**src/rtl/dmareg_pkg.sv**
```systemverilog
package dmareg_pkg;

    localparam int NCH   = 4;
    localparam int BW    = 8;
    localparam int RW    = 2 * BW;
    localparam int CHW   = $clog2(NCH);
    localparam int PW    = 4;
    localparam int MODEW = 6;

    localparam logic [PW-1:0] P_STATUS  = 4'h8;
    localparam logic [PW-1:0] P_MASK1   = 4'hA;
    localparam logic [PW-1:0] P_MODE    = 4'hB;
    localparam logic [PW-1:0] P_CLRPTR  = 4'hC;
    localparam logic [PW-1:0] P_MCLR    = 4'hD;
    localparam logic [PW-1:0] P_UNMASKA = 4'hE;
    localparam logic [PW-1:0] P_MASKALL = 4'hF;

    typedef struct packed {
        logic [1:0] kind;   // data [7:6], 11 = cascade
        logic       dn;     // data [5]
        logic       auto;   // data [4]
        logic [1:0] dir;    // data [3:2], 01 io->mem, 10 mem->io
    } mode_t;

    typedef struct packed {
        logic            hit;
        logic [CHW-1:0]  ch;
        logic            is_cnt;
    } chsel_t;

    function automatic chsel_t decode_chan(input logic [PW-1:0] a);
        chsel_t s;
        s.hit    = (a[PW-1] == 1'b0);
        s.ch     = a[CHW:1];
        s.is_cnt = a[0];
        return s;
    endfunction

    function automatic logic [RW-1:0] merge_byte(input logic [RW-1:0] w,
                                                 input logic [BW-1:0] b,
                                                 input logic          hi);
        return hi ? {b, w[BW-1:0]} : {w[RW-1:BW], b};
    endfunction

    function automatic logic [BW-1:0] pick_byte(input logic [RW-1:0] w,
                                                input logic          hi);
        return hi ? w[RW-1:BW] : w[BW-1:0];
    endfunction

endpackage

```
**src/rtl/dmareg_ptr.sv**
```systemverilog
module dmareg_ptr (
    input  logic clk,
    input  logic rst,
    input  logic access,
    input  logic clr,
    output logic ptr_hi
);
    always_ff @(posedge clk) begin
        if (rst || clr) ptr_hi <= 1'b0;
        else if (access) ptr_hi <= ~ptr_hi;
    end

    assert_ptr_clear_R3: assert property (@(posedge clk) disable iff (rst)
        clr |=> !ptr_hi);

    assert_ptr_toggle_R2: assert property (@(posedge clk) disable iff (rst)
        (access && !clr) |=> (ptr_hi != $past(ptr_hi)));

    assert_ptr_hold_R13: assert property (@(posedge clk) disable iff (rst)
        (!access && !clr) |=> $stable(ptr_hi));
endmodule

```
**src/rtl/dmareg_ctrl.sv**
```systemverilog
module dmareg_ctrl
    import dmareg_pkg::*;
(
    input  logic                 clk,
    input  logic                 rst,
    input  logic                 wr_mask1,
    input  logic                 wr_mode,
    input  logic                 wr_maskall,
    input  logic                 wr_unmaskall,
    input  logic                 mclr,
    input  logic [BW-1:0]        wdata,
    output logic [NCH-1:0]       mask,
    output mode_t [NCH-1:0]      mode
);
    logic [CHW-1:0] sel;
    assign sel = wdata[CHW-1:0];

    always_ff @(posedge clk) begin
        if (rst || mclr) begin
            mask <= '1;
            mode <= '0;
        end else begin
            if (wr_mask1)     mask[sel] <= wdata[2];
            if (wr_maskall)   mask      <= wdata[NCH-1:0];
            if (wr_unmaskall) mask      <= '0;
            if (wr_mode)      mode[sel] <= mode_t'(wdata[BW-1:2]);
        end
    end

    assert_mclr_state_R11: assert property (@(posedge clk) disable iff (rst)
        mclr |=> (mask == '1 && mode == '0));

    assert_maskall_load_R10: assert property (@(posedge clk) disable iff (rst)
        (wr_maskall && !mclr) |=> (mask == $past(wdata[NCH-1:0])));

    assert_unmaskall_R10: assert property (@(posedge clk) disable iff (rst)
        (wr_unmaskall && !mclr) |=> (mask == '0));

    assert_mask1_R8: assert property (@(posedge clk) disable iff (rst)
        (wr_mask1 && !mclr) |=> (mask[$past(sel)] == $past(wdata[2])));
endmodule

```
**src/rtl/dmareg_chan.sv**
```systemverilog
module dmareg_chan
    import dmareg_pkg::*;
(
    input  logic          clk,
    input  logic          rst,
    input  logic          wr_a,
    input  logic          wr_c,
    input  logic          hi,
    input  logic [BW-1:0] wdata,
    input  logic          step,
    input  logic          pg_wr,
    output logic [RW-1:0] cur_addr,
    output logic [RW-1:0] cur_cnt,
    output logic [BW-1:0] page
);
    logic [RW-1:0] base_addr, base_cnt;
    logic [RW-1:0] nxt_addr, nxt_cnt;

    assign nxt_addr = merge_byte(base_addr, wdata, hi);
    assign nxt_cnt  = merge_byte(base_cnt,  wdata, hi);

    always_ff @(posedge clk) begin
        if (rst) begin
            base_addr <= '0;
            base_cnt  <= '0;
            cur_addr  <= '0;
            cur_cnt   <= '0;
            page      <= '0;
        end else begin
            if (pg_wr) page <= wdata;
            if (wr_a) begin
                base_addr <= nxt_addr;
                cur_addr  <= nxt_addr;
            end else if (step) begin
                cur_addr  <= cur_addr + 1'b1;
            end
            if (wr_c) begin
                base_cnt <= nxt_cnt;
                cur_cnt  <= nxt_cnt;
            end else if (step) begin
                cur_cnt  <= cur_cnt - 1'b1;
            end
        end
    end

    assert_step_dec_R6: assert property (@(posedge clk) disable iff (rst)
        (step && !wr_c) |=> (cur_cnt == $past(cur_cnt) - 16'd1));

    assert_step_inc_R6: assert property (@(posedge clk) disable iff (rst)
        (step && !wr_a) |=> (cur_addr == $past(cur_addr) + 16'd1));

    assert_wr_wins_R7: assert property (@(posedge clk) disable iff (rst)
        wr_c |=> (cur_cnt == base_cnt));

    assert_idle_hold_R5: assert property (@(posedge clk) disable iff (rst)
        (!step && !wr_c) |=> $stable(cur_cnt));
endmodule

```
**src/rtl/dmareg_top.sv**
```systemverilog
module dmareg_top
    import dmareg_pkg::*;
(
    input  logic                 clk,
    input  logic                 rst,
    input  logic                 wr_en,
    input  logic                 rd_en,
    input  logic [3:0]           port_addr,
    input  logic [7:0]           wdata,
    output logic [7:0]           rdata,
    input  logic                 pg_wr,
    input  logic [1:0]           pg_sel,
    input  logic [3:0]           step_i,
    output logic [3:0]           mask_o,
    output logic [23:0]          mode_o,
    output logic [31:0]          page_o,
    output logic                 ptr_hi_o
);
    chsel_t         dsel;
    logic           acc, wr_any, rd_only;
    logic           clr_ptr, mclr;
    logic [NCH-1:0] mask;
    mode_t [NCH-1:0] mode;
    logic [RW-1:0]  cur_addr [NCH];
    logic [RW-1:0]  cur_cnt  [NCH];

    assign dsel    = decode_chan(port_addr);
    assign wr_any  = wr_en;
    assign rd_only = rd_en && !wr_en;
    assign acc     = dsel.hit && (wr_any || rd_only);
    assign mclr    = wr_en && (port_addr == P_MCLR);
    assign clr_ptr = (wr_en && (port_addr == P_CLRPTR)) || mclr;

    dmareg_ptr u_ptr (
        .clk    (clk),
        .rst    (rst),
        .access (acc),
        .clr    (clr_ptr),
        .ptr_hi (ptr_hi_o)
    );

    dmareg_ctrl u_ctrl (
        .clk          (clk),
        .rst          (rst),
        .wr_mask1     (wr_en && (port_addr == P_MASK1)),
        .wr_mode      (wr_en && (port_addr == P_MODE)),
        .wr_maskall   (wr_en && (port_addr == P_MASKALL)),
        .wr_unmaskall (wr_en && (port_addr == P_UNMASKA)),
        .mclr         (mclr),
        .wdata        (wdata),
        .mask         (mask),
        .mode         (mode)
    );

    for (genvar g = 0; g < NCH; g++) begin : g_chan
        logic wa, wc;
        assign wa = wr_en && dsel.hit && (dsel.ch == g) && !dsel.is_cnt;
        assign wc = wr_en && dsel.hit && (dsel.ch == g) &&  dsel.is_cnt;

        dmareg_chan u_chan (
            .clk      (clk),
            .rst      (rst),
            .wr_a     (wa),
            .wr_c     (wc),
            .hi       (ptr_hi_o),
            .wdata    (wdata),
            .step     (step_i[g] && !mask[g]),
            .pg_wr    (pg_wr && (pg_sel == g)),
            .cur_addr (cur_addr[g]),
            .cur_cnt  (cur_cnt[g]),
            .page     (page_o[g*BW +: BW])
        );

        assign mode_o[g*MODEW +: MODEW] = mode[g];
    end

    always_comb begin
        rdata = '0;
        if (dsel.hit) begin
            rdata = dsel.is_cnt ? pick_byte(cur_cnt[dsel.ch], ptr_hi_o)
                                : pick_byte(cur_addr[dsel.ch], ptr_hi_o);
        end
    end

    assign mask_o = mask;

    assert_high_read_zero_R13: assert property (@(posedge clk) disable iff (rst)
        (port_addr >= P_STATUS) |-> (rdata == 8'h00));

    assert_masked_step_R6: assert property (@(posedge clk) disable iff (rst)
        (step_i[0] && mask_o[0] && !(wr_en && port_addr == 4'h1)) |=>
            $stable(g_chan[0].u_chan.cur_cnt));
endmodule

```
**config.mk**
```make
export PLATFORM = sky130hd
export DESIGN_NAME = dmareg_top
export DESIGN_NICKNAME = d
export VERILOG_FILES = /design/src/rtl/dmareg_pkg.sv /design/src/rtl/dmareg_ptr.sv /design/src/rtl/dmareg_ctrl.sv /design/src/rtl/dmareg_chan.sv /design/src/rtl/dmareg_top.sv
export SDC_FILE = /design/constraint.sdc
export NUM_CORES = 1
export LEC_CHECK = 0
export ABC_CLOCK_PERIOD_IN_PS = 2320
export BUFFER_PORTS_ARGS = -buffer_cell sky130_fd_sc_hd__buf_2
export CAP_MARGIN = 5
export CORE_ASPECT_RATIO = 2
export CORE_MARGIN = 10
export CORE_UTILIZATION = 49
export CTS_BUF_LIST = sky130_fd_sc_hd__clkbuf_8
export DETAILED_ROUTE_END_ITERATION = 6
export MAX_ROUTING_LAYER = met4
export PLACE_DENSITY_LB_ADDON = 0.12
export SYNTH_ARGS = -nofsm -noshare
export SYNTH_HDL_FRONTEND = slang
export SYNTH_HIERARCHICAL = 1
export SYNTH_SLANG_ARGS = --single-unit
```
**constraint.sdc**
```tcl
create_clock -name clk -period 2.32 [get_ports clk]
set_input_delay 0.348 -clock clk [delete_from_list [all_inputs] [get_ports clk]]
set_output_delay 0.348 -clock clk [all_outputs]
set_load 0.1 [all_outputs]
```
; After elaboration in Yosys (flattened, before gate mapping)
; Index checks and enable logic that the tools add are counted.
; W data, S select, Z words.
[word_totals]
regBits = 317
in_bits = 23
wordCells = 158
[classes]
n_reduce_logical = 51
addsub = 8
muxes = 43
n_lt_le_gt_ge = 3
eq_ne = 12
n_bitwise = 3
[ops]
columns = operator, count
row1 = $mux W16, 28
row2 = $add A16 B1 Y16 const B, 4
row3 = $bmux W16 S2, 2
row4 = $sub A16 B1 Y16 const B, 4
row5 = $mux W8, 4
row6 = $logic_and A1 B1 Y1, 30
row7 = $bwmux W24, 1
row8 = $eq A4 B4 Y1 const B, 6
row9 = $reduce_bool A2 Y1, 8
row10 = $demux W6 S2, 1
row11 = $mux W4, 3
row12 = $eq A2 B2 Y1 const B, 4
row13 = $logic_not A1 Y1, 6
row14 = $mux W6, 1
row15 = $bwmux W4, 1
row16 = $eq A2 B1 Y1 const B, 2
row17 = $logic_not A2 Y1, 2
row18 = $logic_or A1 B1 Y1, 4
row19 = $ge A3 B3 Y1 const B, 1
row20 = $lt A2 B3 Y1 const B, 1
row21 = $not A2 Y3, 1
row22 = $reduce_bool A3 Y1, 1
row23 = $demux W1 S2, 1
row24 = $ge A2 B1 Y1 const B, 1
row25 = 2 further kinds, 3

; Depth between registers and ports, before layout
; Gate-level depths: netlist of run 1.
[logic_depth]
ltp_word = 8
depth_mapped = 10

; Modules after synthesis
; Netlist of run 1, hierarchy kept.
[by_module_without_submodules]
columns = module, area_each_um2, cells_per_inst, n_inst
row1 = dmareg_chan, 3362.0, 380, 4
row2 = dmareg_top, 1323.8, 133, 1
row3 = dmareg_ctrl, 1103.6, 106, 1
row4 = dmareg_ptr, 38.8, 3, 1

; Worst setup path before layout of run 1
; OpenSTA, ideal clock, no wires.
[synth_timing]
path_type = register -> output
from = register u_ptr.ptr_hi
to = output port rdata[4]
path_slack_ns = -2.174
n_path_buf = 2
path_stages_with_launch = 6
arrival_time_ns = 4.146
required_ns = 1.972
cell_sequence = dfxtp_1 buf_2 buf_1 nand2_1 o21a_1 o32ai_1
[synth_via]
elab_chain_cells = 3
[synth_rtl]
columns = element, line_no
row1 = start: declaration, dmareg_ptr.sv:6  ; output logic ptr_hi
row2 = start signal: assignment, dmareg_ptr.sv:10  ; else if (access) ptr_hi <= ~ptr_hi;
row3 = $mux W8, dmareg_pkg.sv:47  ; return hi ? w[RW-1:BW] : w[BW-1:0];
row4 = $mux W8 *, dmareg_top.sv:80  ; rdata = dsel.is_cnt ? pick_byte(cur_cnt[dsel.ch], ptr_hi_o)
row5 = $mux W8 *, dmareg_top.sv:79  ; if (dsel.hit) begin
row6 = end: declaration, dmareg_top.sv:10  ; output logic [7:0] rdata,
; Mark *: on every way between the ends. The rest lies on a longest branch, timed or not.

; Worst setup path in the final report of run 1
[layout_timing]
from = register g_chan[2].u_chan.cur_addr[5]
to = output port rdata[5]
[layout_via]
elab_chain_cells = 6
[layout_rtl]
columns = element, line_no
row1 = start: declaration, dmareg_chan.sv:12  ; output logic [RW-1:0] cur_addr,
row2 = start signal: assignment, dmareg_chan.sv:33  ; cur_addr <= nxt_addr;
row3 = start signal: assignment, dmareg_chan.sv:35  ; cur_addr <= cur_addr + 1'b1;
row4 = $bmux W16 S2, dmareg_top.sv:81  ; : pick_byte(cur_addr[dsel.ch], ptr_hi_o);
row5 = $mux W16 (not written as such) (2 in series), dmareg_top.sv:81
row6 = $mux W8, dmareg_pkg.sv:47
row7 = $mux W8, dmareg_top.sv:80
row8 = $mux W8, dmareg_top.sv:79
; No other way between the ends. The select of a mux whose other input is x is not followed.

==> run summary, run 1 <==
status - finished, violations left
failing checks - setup timing
Clock Latency Late Sink - 0.61 ns
Std-Cell Rows - 93
simple-gate portion of the synthesized area - 0.205
Layout Utilization - 0.597
Synthesized Nets - 1,793
Layout area overhead - 20.5%
number of placed I/O pins - 92
delay-heaviest family, CP - multiplexers
crit path buf inv count - 1
area of the die - 40,500 um^2
crit path DAT - 2.13 ns
first-pass GRT wire length - 85,200 um
worst setup slack after layout - -0.162 ns
measured slew at the worst slew-check pin - 0.834 ns
clk root buf - clkbuf_8
dpl ws - -0.101 ns
drt total wl - 55,800 um
Vert. Die Dim - 275 um
Post-synth ARST share - 0
HPWL Detailed - 41,400 um
main flop type after synthesis - dfxtp_1
unrepaired setup endpoints after global routing - true
DR WL/cell - 23.3 um
Max VDD drop - 0.505 mV
sequential area share after synthesis - 0.399
Clk network pwr share - 0.389
DR pass1 iterations - 5
GR Util All Layers - 0.277
final cycle utilization of the critical path - 1.07
setup tns final - -0.455 ns
Clock Path Buffers - 3
Psw - 3.77 mW
H-tree Lvls - 2
Vias - 14,200
Routed Antenna Nets - 0
Max Fclk - 0.403 GHz
most common cell after layout, fill and taps aside - dfxtp_1
IO buf count - 91
clk_skew - 0.0228 ns
worst hold slack - 0.160 ns
largest family of logic cells by synthesized area - simple AND/OR/NAND/NOR gates
Synth Instances - 1,762
GP Congestion - 0.993
Core Area - 32,100 um^2
required time of the worst setup path - 1.97 ns
Synth warnings - 6
Compound-Gate Fraction of Synth Area - 0.158
clk slew on worst S/H paths - 0.07 ns
Post-Synth XOR/XNOR Area - 0.0622
CTS tree - yes
syn avg cell area - 9.03 um^2
crit-path max cell delay - 0.45 ns
CTS Buf Count - 47
synthesized area - 15,900 um^2
CTS Hold Buffers Added - 0
largest net degree at the start of global routing - 79
Hold Fails Final Rpt - 0
clock sinks - 317
worst-path fanout max - 2
area post-placement - 17,700 um^2
Sw Share - 0.299
final net count - 1,961
FILL cells - 2,900
Pwr Density - 657 nW/um^2
DRT iter0 DRCs - 1,070
cell area after layout - 19,200 um^2
starting density of the core - 0.496
Flop pwr share - 0.458
Pins Over Slew Limit - 0
max-cap violation count - 0
worst setup path class - register to primary output
Comb power frac - 0.153
Unique masters post-synth - 62
CP Launch Type - register
Synth Area in Adders - 0.00629
Pleak - 7.12 nW
hold crit path type - primary input to register
routed vias/inst - 5.95
Int Pwr - 8.84 mW
relative slew slack - 0.444
Post-synth EDFFs - 0
mux share of post-synthesis cell area - 0.127
#FFs+latches synth - 317
Die X - 147 um
Final Critical Period - 2.48 ns
DRC viols - 0
# setup viols final - 8
highest-count cells in the layout ignoring fill and taps - dfxtp_1 (250), nor2_1 (187), nand2_1 (173), a21oi_1 (141), buf_4 (131)
worst-path cell chain - mux4_2 > nor3b_2 > a31oi_2 > a31oi_4 > buf_12
CP max-delay cell - mux4_2
Overflow after GRT - 0
vias in the first global route - 14,400
initial antenna violation count - 1
Critical Path Sink Type - primary output
layout cells sized above 1 - 0.255
[through the flow]
stage | std cells | power, mW
2_1_floorplan | 1762 | 7.04
3_3_place_gp | 2291 | 7.70
3_5_place_dp | 2291 | 7.72
4_1_cts | 2384 | 12.7
5_1_grt | 2392 | 13.0
6_report | 2392 | 12.6
[tightest hold or removal path, cell delays in order]
cell,delay (ns)
buf_2,0.19
nand3_1,0.12
a21oi_1,0.06
[power by group through the flow]
| stage | Combinational (mW) | Sequential [mW] | Clock [mW] |
|---|---|---|---|
| 2_1_floorplan | 1.03 | 6.00 | 0 |
| 5_1_grt | 2.05 | 5.78 | 5.20 |
| 4_1_cts | 1.91 | 5.77 | 5.03 |
| 3_5_place_dp | 1.81 | 5.91 | 0 |
| 3_3_place_gp | 1.79 | 5.91 | 0 |
| 6_report | 1.93 | 5.78 | 4.90 |
[cells in the mapped netlist, drive strengths merged (17+ instances only)]
cell type  count  area [um^2]
a211oi        37          278
a21boi        32          240
a21oi        143          716
a221oi        20          225
a31o          20          175
a31oi         35          219
buf           65          373
clkbuf        56          210
dfxtp        317         6350
inv           25         93.8
mux2i        139         1390
mux4          25          578
nand2        173          649
nand3         52          260
nand4         52          385
nor2         197          759
nor2b         29          181
nor3          31          160
nor3b         17          164
nor4          24          260
o21a          40          300
xnor2         61          534
xor2          52          455
[metal layers]
metal  up-vias  part of all wire  GRT usage
met3       194             0.043     0.0334
li1       6677                 -          -
met2       491              0.51      0.485
met1      6879              0.37      0.281
met4         0             0.079      0.200
met5         -                 0          -
[path summary, 6_finish.rpt]
path | start | to | slack [ns] | cells after the start
worst max register to register | u_ptr/ptr_hi | g_chan[0].u_chan/cur_cnt[2] | 0.33 | 6
worst min-delay path | wdata[0] | g_chan[1].u_chan/base_cnt[8] | 0.16 | 3
worst max-delay path | g_chan[2].u_chan/cur_addr[5] | rdata[5] | -0.16 | 5
worst min register to register | g_chan[0].u_chan/base_cnt[7] | g_chan[0].u_chan/base_cnt[7] | 0.45 | 1
[cell families after synthesis]
group | Yosys count
buf+inv | 146
fa+ha+maj | 8
mux | 168
compound gates | 375
simple gates | 635
xor+xnor | 113
flops | 317
[layout make-up]
type | instances | area (um^2) | area share
multi-input cells | 1299 | 9140 | 0.476
flip-flops and latches | 317 | 6480 | 0.338
repair buffers | 240 | 1930 | 0.101
clock buffers | 61 | 840 | 0.0438
well taps | 427 | 534 | 0.0279
clock inverters | 22 | 161 | 0.00842
inverters | 25 | 93.8 | 0.00489
diodes | 1 | 2.50 | 0.000130
[repair_timing]
action / 4_1_cts / 5_1_grt
setup endpoints to repair: 9 / 8
pin swaps: 10 / 10
setup buffers: 10 / 7
gates resized for setup: 109 / 28
endpoints found under the hold margin: 0 / 0
[flip-flops by register name, summed over array words and instances, names as in the netlist]
| name | cells |
|---|---|
| u_ptr/ptr_hi | 1 |
| g_chan.u_chan/base_addr | 64 |
| g_chan.u_chan/cur_cnt | 64 |
| u_ctrl/mode | 24 |
| g_chan.u_chan/base_cnt | 64 |
| g_chan.u_chan/cur_addr | 64 |
| u_ctrl/mask | 4 |
| g_chan.u_chan/page | 32 |
Power figures use the tool's default switching activity.
==> run 2: changes to the inputs <==
- SYNTH_HIERARCHICAL: 1 -> default
==> run 2 against run 1 <==
  * Die area decreased by 3.8%
  * The flow still finishes with violations (setup timing)
  * Fmax is 5.8% higher
  * Sequential cell count did not move
  * Critical path depth shrank 1
  * Via count shrank 7.7%
  * Largest power group unchanged
  * Global-route usage is 0.37 points lower
  * Synthesized cell count down 7.0%
  * Critical endpoint is now rdata[4]
  * Routed wire length down 6.3%
  * Worst hold slack got worse by 0.10 ns
  * Sequential share of layout area up 1.8 points
==> run summary, run 2 <==
Layout area overhead - 19.0%
CP Launch Type - register
most common cell after layout, fill and taps aside - dfxtp_1
failing checks - setup timing
# setup viols final - 7 (-1)
DR pass1 iterations - 6 (+1)
Post-synth ARST share - 0 (unchanged)
initial antenna violation count - 3 (+2)
GP Congestion - 0.993 (unchanged)
layout cells sized above 1 - 0.233 (-0.0212)
Post-synth EDFFs - 0 (unchanged)
final cycle utilization of the critical path - 1.01 (-0.0582)
top-count cell post-synth - dfxtp_1
DR WL/cell - 24.2 um (+3.7%)
sequential area share after synthesis - 0.417 (+0.0179)
crit-path max cell delay - 0.51 ns (+0.06 ns)
clk_skew - 0.0286 ns (+0.00578 ns)
Overflow after GRT - 0 (unchanged)
#FFs+latches synth - 317 (unchanged)
Routed Antenna Nets - 0 (unchanged)
worst setup slack after layout - -0.0271 ns (+0.135 ns)
Psw - 3.37 mW (-11%)
Hold Path Stages - 3 (unchanged)
first-pass GRT wire length - 79,400 um (-6.9%)
GR Util All Layers - 0.274 (-0.00370)
clk slew on worst S/H paths - 0.07 ns (about the same)
Pwr Density - 670 nW/um^2 (+1.9%)
largest net degree at the start of global routing - 74 (-6.3%)
Int Pwr - 8.77 mW (-0.75%)
area post-placement - 16,800 um^2 (-5.4%)
main flop type after synthesis - dfxtp_1
Sw Share - 0.277 (-0.0215)
Non-Filler Instances - 2,161 (-9.7%)
unrepaired setup endpoints after global routing - true
top cells by count, synth - dfxtp_1 (317), nor2_1 (158), nand2_1 (125), mux2i_1 (105), clkbuf_1 (84)
status - finished, violations left
internal reg-to-reg setup slack - 0.14 ns (-0.19 ns)
Critical Path Sink Type - primary output
worst hold slack - 0.0554 ns (-0.105 ns)
Hold Fails Final Rpt - 0 (unchanged)
Clock Latency Late Sink - 0.61 ns (about the same)
Comb power frac - 0.118 (-0.035)
Flop pwr share - 0.472 (+0.014)
worst-path cell chain - mux4_2 > mux2i_4 > o22ai_4 > buf_12
HPWL Detailed - 38,900 um (-6.0%)
FILL cells - 2,738 (-5.6%)
measured slew at the worst slew-check pin - 1.40 ns (+0.567 ns)
Synthesized Nets - 1,669 (-6.9%)
DRT iter0 DRCs - 771 (-28%)
dpl ws - -0.0101 ns (+0.0906 ns)
setup tns final - -0.0899 ns (+0.365 ns)
Max VDD drop - 0.611 mV (+21%)
hold path start - wdata[7]
Synth area leader - dfxtp_1
Unique masters post-synth - 65 (+4.8%)
Worst Hold End - g_chan[3].u_chan.base_cnt[15]
placed cells - 2,066 (-9.8%)
crit path DAT - 2.00 ns (-0.13 ns)
syn avg cell area - 9.30 um^2 (+3.0%)
Vert. Die Dim - 269 um (-2.0%)
synthesized area - 15,200 um^2 (-4.3%)
cell area after layout - 18,100 um^2 (-5.5%)
clk root buf - clkbuf_8
Die X - 145 um (-1.9%)
worst setup path class - register to primary output
Synth warnings - 0 (-6)
routed vias/inst - 6.08 (+2.2%)
number of placed I/O pins - 92 (unchanged)
worst r2r dst - g_chan[0].u_chan.cur_cnt[4]
Pins Over Slew Limit - 0 (unchanged)
drt total wl - 52,300 um (-6.3%)
Reg2Reg Depth - 4 (-2)
DRC viols - 0 (unchanged)
Std-Cell Rows - 91 (-2.2%)
Synth Instances - 1,638 (-7.0%)
Clk network pwr share - 0.409 (+0.020)
FF-to-FF Start - u_ptr.ptr_hi
vias in the first global route - 13,300 (-7.8%)
area of the die - 39,000 um^2 (-3.8%)
hold crit path type - primary input to register
CTS tree - yes
required time of the worst setup path - 1.97 ns (about the same)
top post-synthesis cells by area - dfxtp_1 (42%), mux2i_1 (6.9%), mux4_2 (4.6%)
Core Area - 30,700 um^2 (-4.3%)
Clock Path Buffers - 3 (unchanged)
CTS Hold Buffers Added - 0 (unchanged)
relative slew slack - 0.0635 (-0.380)
final net count - 1,782 (-9.1%)
Pleak - 6.79 nW (-4.7%)
H-tree Lvls - 2 (unchanged)
Vias - 13,100 (-7.7%)
Max Fclk - 0.426 GHz (+5.8%)
worst-path fanout max - 2 (unchanged)
clock sinks - 317 (unchanged)
CTS Buf Count - 47 (unchanged)
CP max-delay cell - mux4_2
Final Critical Period - 2.35 ns (-0.135 ns)
highest-count cells in the layout ignoring fill and taps - dfxtp_1 (265), nor2_1 (157), nand2_1 (125), mux2i_1 (89), buf_4 (89)
starting density of the core - 0.495 (about the same)
top-area cell type share of the netlist area - 0.417 (+0.0179)
max-cap violation count - 0 (unchanged)
IO buf count - 91 (unchanged)
run 2: power by group through the flow:
stage               Sequential (mW)  Combinational [mW]  Clock, mW
floorplan                      5.96               0.791          0
global placement               5.86                1.36          0
detailed placement             5.86                1.38          0
CTS                            5.73                1.43       5.05
global route                   5.74                1.52       5.25
finish                         5.73                1.44       4.97
run 2: area by class of cell:
type / count / area, um^2 / area share
inverters: 20 / 75.1 / 0.00414
clock buffers: 61 / 840 / 0.0463
repair buffers: 193 / 1520 / 0.0839
clock inverters: 24 / 181 / 0.0100
diodes: 2 / 5.00 / 0.000276
well taps: 372 / 465 / 0.0257
multi-input cells: 1172 / 8590 / 0.474
flip-flops and latches: 317 / 6440 / 0.356
run 2: layer usage:
| layer | vias up | GRT usage | wire, um |
|---|---|---|---|
| li1 | 6085 | - | - |
| met5 | - | - | 0 |
| met2 | 486 | 0.475 | 27400 |
| met3 | 198 | 0.0391 | 2550 |
| met4 | 0 | 0.186 | 4040 |
| met1 | 6379 | 0.274 | 18300 |
run 2: kinds of logic after synthesis:
| family | count (synthesis) | synth area share |
|---|---|---|
| compound gates | 381 | 0.172 |
| xor+xnor | 118 | 0.0683 |
| flops | 317 | 0.417 |
| fa+ha+maj | 8 | 0.00657 |
| buf+inv | 149 | 0.0408 |
| simple gates | 528 | 0.179 |
| mux | 137 | 0.117 |
run 2: through the flow:
step | total power, mW | util
floorplan | 6.75 | -
global placement | 7.22 | 0.545
detailed placement | 7.24 | 0.545
CTS | 12.2 | 0.587
global route | 12.5 | 0.589
finish | 12.1 | 0.589
run 2: worst max-delay path: cells and delay by family, from the launching register on:
kind	cells	cell delay (ns)
mux	2	0.73
flops	1	0.36
buf+inv	1	0.18
compound gates	1	0.12
run 2: how the worst max path moves through the flow:
| stage | start | end | slack, ns |
|---|---|---|---|
| after floorplan | u_ptr.ptr_hi | rdata[0] | 0.002 |
| after global placement | port_addr[1] | rdata[2] | 0.04 |
| after detailed placement | port_addr[1] | rdata[2] | -0.01 |
| after CTS | g_chan[3].u_chan.cur_addr[12] | rdata[4] | -0.04 |
| after global routing | g_chan[3].u_chan.cur_addr[7] | rdata[7] | -0.06 |
| final | g_chan[3].u_chan.cur_addr[12] | rdata[4] | -0.03 |
run 2: what timing repair did:
item | 4_1_cts | 5_1_grt
buffers inserted | 10 | 2
pin swaps | 8 | 3
setup endpoints to repair | 8 | 8
gates resized for setup | 74 | 21
==> run 3: changes to the inputs <==
- CORE_ASPECT_RATIO: 2 -> default
- SLEW_MARGIN: default -> 40
==> run 3 against run 2 <==
  * The flow still finishes with violations (setup timing)
  * Register-to-register slack improved by 0.15 ns
  * Clock-buffer cell count increased by 6
  * Power rose by 1.4%
  * First-iteration DRC count is 74% higher
  * Sequential power is essentially flat
  * Fmax is 0.21% lower
  * Core utilization increased by 0.16 points
  * Critical path depth did not move
  * Critical path type unchanged
  * Sequential cell count is the same
  * Combinational power about the same
  * Sequential share of layout area increased by 0.15 points
  * Die area shrank 1.1%
==> run summary, run 3 (synthesis results as in run 2) <==
Pins Over Slew Limit - 0 (unchanged)
relative slew slack - 0.517 (+0.453)
layout cells sized above 1 - 0.245 (+0.0118)
area post-placement - 16,700 um^2 (-0.25%)
required time of the worst setup path - 1.97 ns (about the same)
dpl ws - 0.0725 ns (+0.0826 ns)
Overflow after GRT - 0 (unchanged)
failing checks - setup timing
initial antenna violation count - 0 (-3)
vias in the first global route - 12,500 (-6.2%)
# setup viols final - 7 (unchanged)
Max Fclk - 0.425 GHz (-0.21%)
WL met1 - 21,900 um (+20%)
placed cells - 2,078 (+0.58%)
Std-Cell Rows - 64 (-30%)
Layout area overhead - 19.0% (about the same)
DRT iter0 DRCs - 1,341 (+74%)
Final Critical Period - 2.35 ns (+0.00499 ns)
crit path DAT - 2.00 ns (about the same)
Routed Antenna Nets - 0 (unchanged)
Flop pwr share - 0.467 (-0.005)
clk root buf - clkbuf_8
Pleak - 6.82 nW (+0.51%)
Vert. Die Dim - 196 um (-27%)
Comb power frac - 0.115 (-0.003)
drt total wl - 48,300 um (-7.8%)
H-tree Lvls - 2 (unchanged)
worst setup slack after layout - -0.0321 ns (-0.00499 ns)
worst setup path class - register to primary output
Critical Path Sink Type - primary output
final net count - 1,780 (-0.11%)
setup tns final - -0.164 ns (-0.0743 ns)
clk slew on worst S/H paths - 0.06 ns (about the same)
Non-Filler Instances - 2,187 (+1.2%)
Clock Path Buffers - 3 (unchanged)
Met3 Wirelength - 3840 um (+51%)
cell area after layout - 18,100 um^2 (about the same)
Clock Latency Late Sink - 0.59 ns (-0.02 ns)
clk_skew - 0.0260 ns (-0.00265 ns)
n_diodes - 0 (-2)
measured slew at the worst slew-check pin - 0.723 ns (-0.678 ns)
final cycle utilization of the critical path - 1.01 (+0.00215)
Max VDD drop - 0.541 mV (-11%)
IO buf count - 91 (unchanged)
Routed met2 length - 21,000 um (-23%)
DRC viols - 0 (unchanged)
Hold Fails Final Rpt - 0 (unchanged)
Vias - 13,000 (-1.3%)
DR top layer - met4
Die X - 196 um (+36%)
max-cap violation count - 0 (unchanged)
Layout Utilization - 0.591 (+0.00156)
GP Congestion - 0.974 (-1.9%)
clock sinks - 317 (unchanged)
unrepaired setup endpoints after global routing - true
hold crit path type - primary input to register
DR WL/cell - 22.1 um (-8.9%)
number of placed I/O pins - 92 (unchanged)
routed vias/inst - 5.93 (-2.5%)
HPWL Detailed - 34,300 um (-12%)
CTS Hold Buffers Added - 0 (unchanged)
highest-count cells in the layout ignoring fill and taps - dfxtp_1 (240), nor2_1 (158), nand2_1 (125), mux2i_1 (90), buf_2 (81)
first-pass GRT wire length - 74,600 um (-6.0%)
GR Util All Layers - 0.252 (-0.0215)
Core Area - 30,700 um^2 (-0.24%)
Pwr Density - 679 nW/um^2 (+1.3%)
most common cell after layout, fill and taps aside - dfxtp_1
worst-path fanout max - 3 (+1)
Psw - 3.39 mW (+0.58%)
CTS Buf Count - 54 (+15%)
area of the die - 38,500 um^2 (-1.1%)
largest net degree at the start of global routing - 56 (-24%)
CP Launch Type - register
Hold Path Stages - 3 (unchanged)
CTS tree - yes
DR pass1 iterations - 5 (-1)
starting density of the core - 0.497 (+0.00117)
Int Pwr - 8.92 mW (+1.6%)
Reg2Reg Depth - 4 (unchanged)
Sw Share - 0.275 (-0.00210)
status - finished, violations left
Clk network pwr share - 0.418 (+0.009)
## run 3: cell types whose count changed in the layout (fill, tap and decap cells not counted), sizes merged
cell      before  now
bufinv         3    2
clkinv         3    7
inv           37   42
diode          2    0
buf          193  184
clkinvlp       1    0
clkbuf        61   67
## run 3: area by class of cell
cell class	count	area (um^2)
clock buffers	67	922
clock inverters	31	190
fillers	2676	12500
inverters	20	75.1
multi-input cells	1172	8500
flip-flops and latches	317	6470
well taps	396	495
repair buffers	184	1470
## run 3: critical path: stages, from the launching register on
cell	delay [ns]
dfxtp_2	0.36
mux4_2	0.51
mux2i_2	0.23
o22ai_4	0.13
buf_12	0.18
## run 3: through the flow
step | hold slack (ns) | power, mW
after global placement | 0.441 | 7.21
after detailed placement | 0.452 | 7.22
after CTS | 0.0753 | 12.4
after floorplan | 0.436 | 6.75
after global routing | 0.0967 | 12.7
final | 0.112 | 12.3
## run 3: metal layers
metal,GRT usage,vias up
met1,0.343,6250
met2,0.368,533
met3,0.0513,98
li1,-,6096
met5,-,-
met4,0.0792,0
## run 3: what timing repair did
action                     in CTS  in global routing
pin swaps                       4                  1
setup endpoints to repair       8                  8
resized for setup              97                 12
setup buffers                   9                  2
## run 3: power by group through the flow
stage	Clock [mW]	Sequential [mW]	Combinational (mW)
floorplan	0	5.96	0.791
global placement	0	5.86	1.36
detailed placement	0	5.86	1.37
CTS	5.23	5.73	1.40
global route	5.48	5.75	1.51
finish	5.14	5.74	1.42
## run 3: final timing paths
check,start,slack [ns],to
worst max-delay path,g_chan[2].u_chan.cur_addr[8],-0.03,rdata[0]
worst min-delay path,wdata[4],0.11,g_chan[2].u_chan.base_addr[4]
worst max register to register,u_ptr.ptr_hi,0.29,g_chan[0].u_chan.cur_cnt[11]
worst min register to register,g_chan[2].u_chan.base_cnt[1],0.46,g_chan[2].u_chan.base_cnt[1]
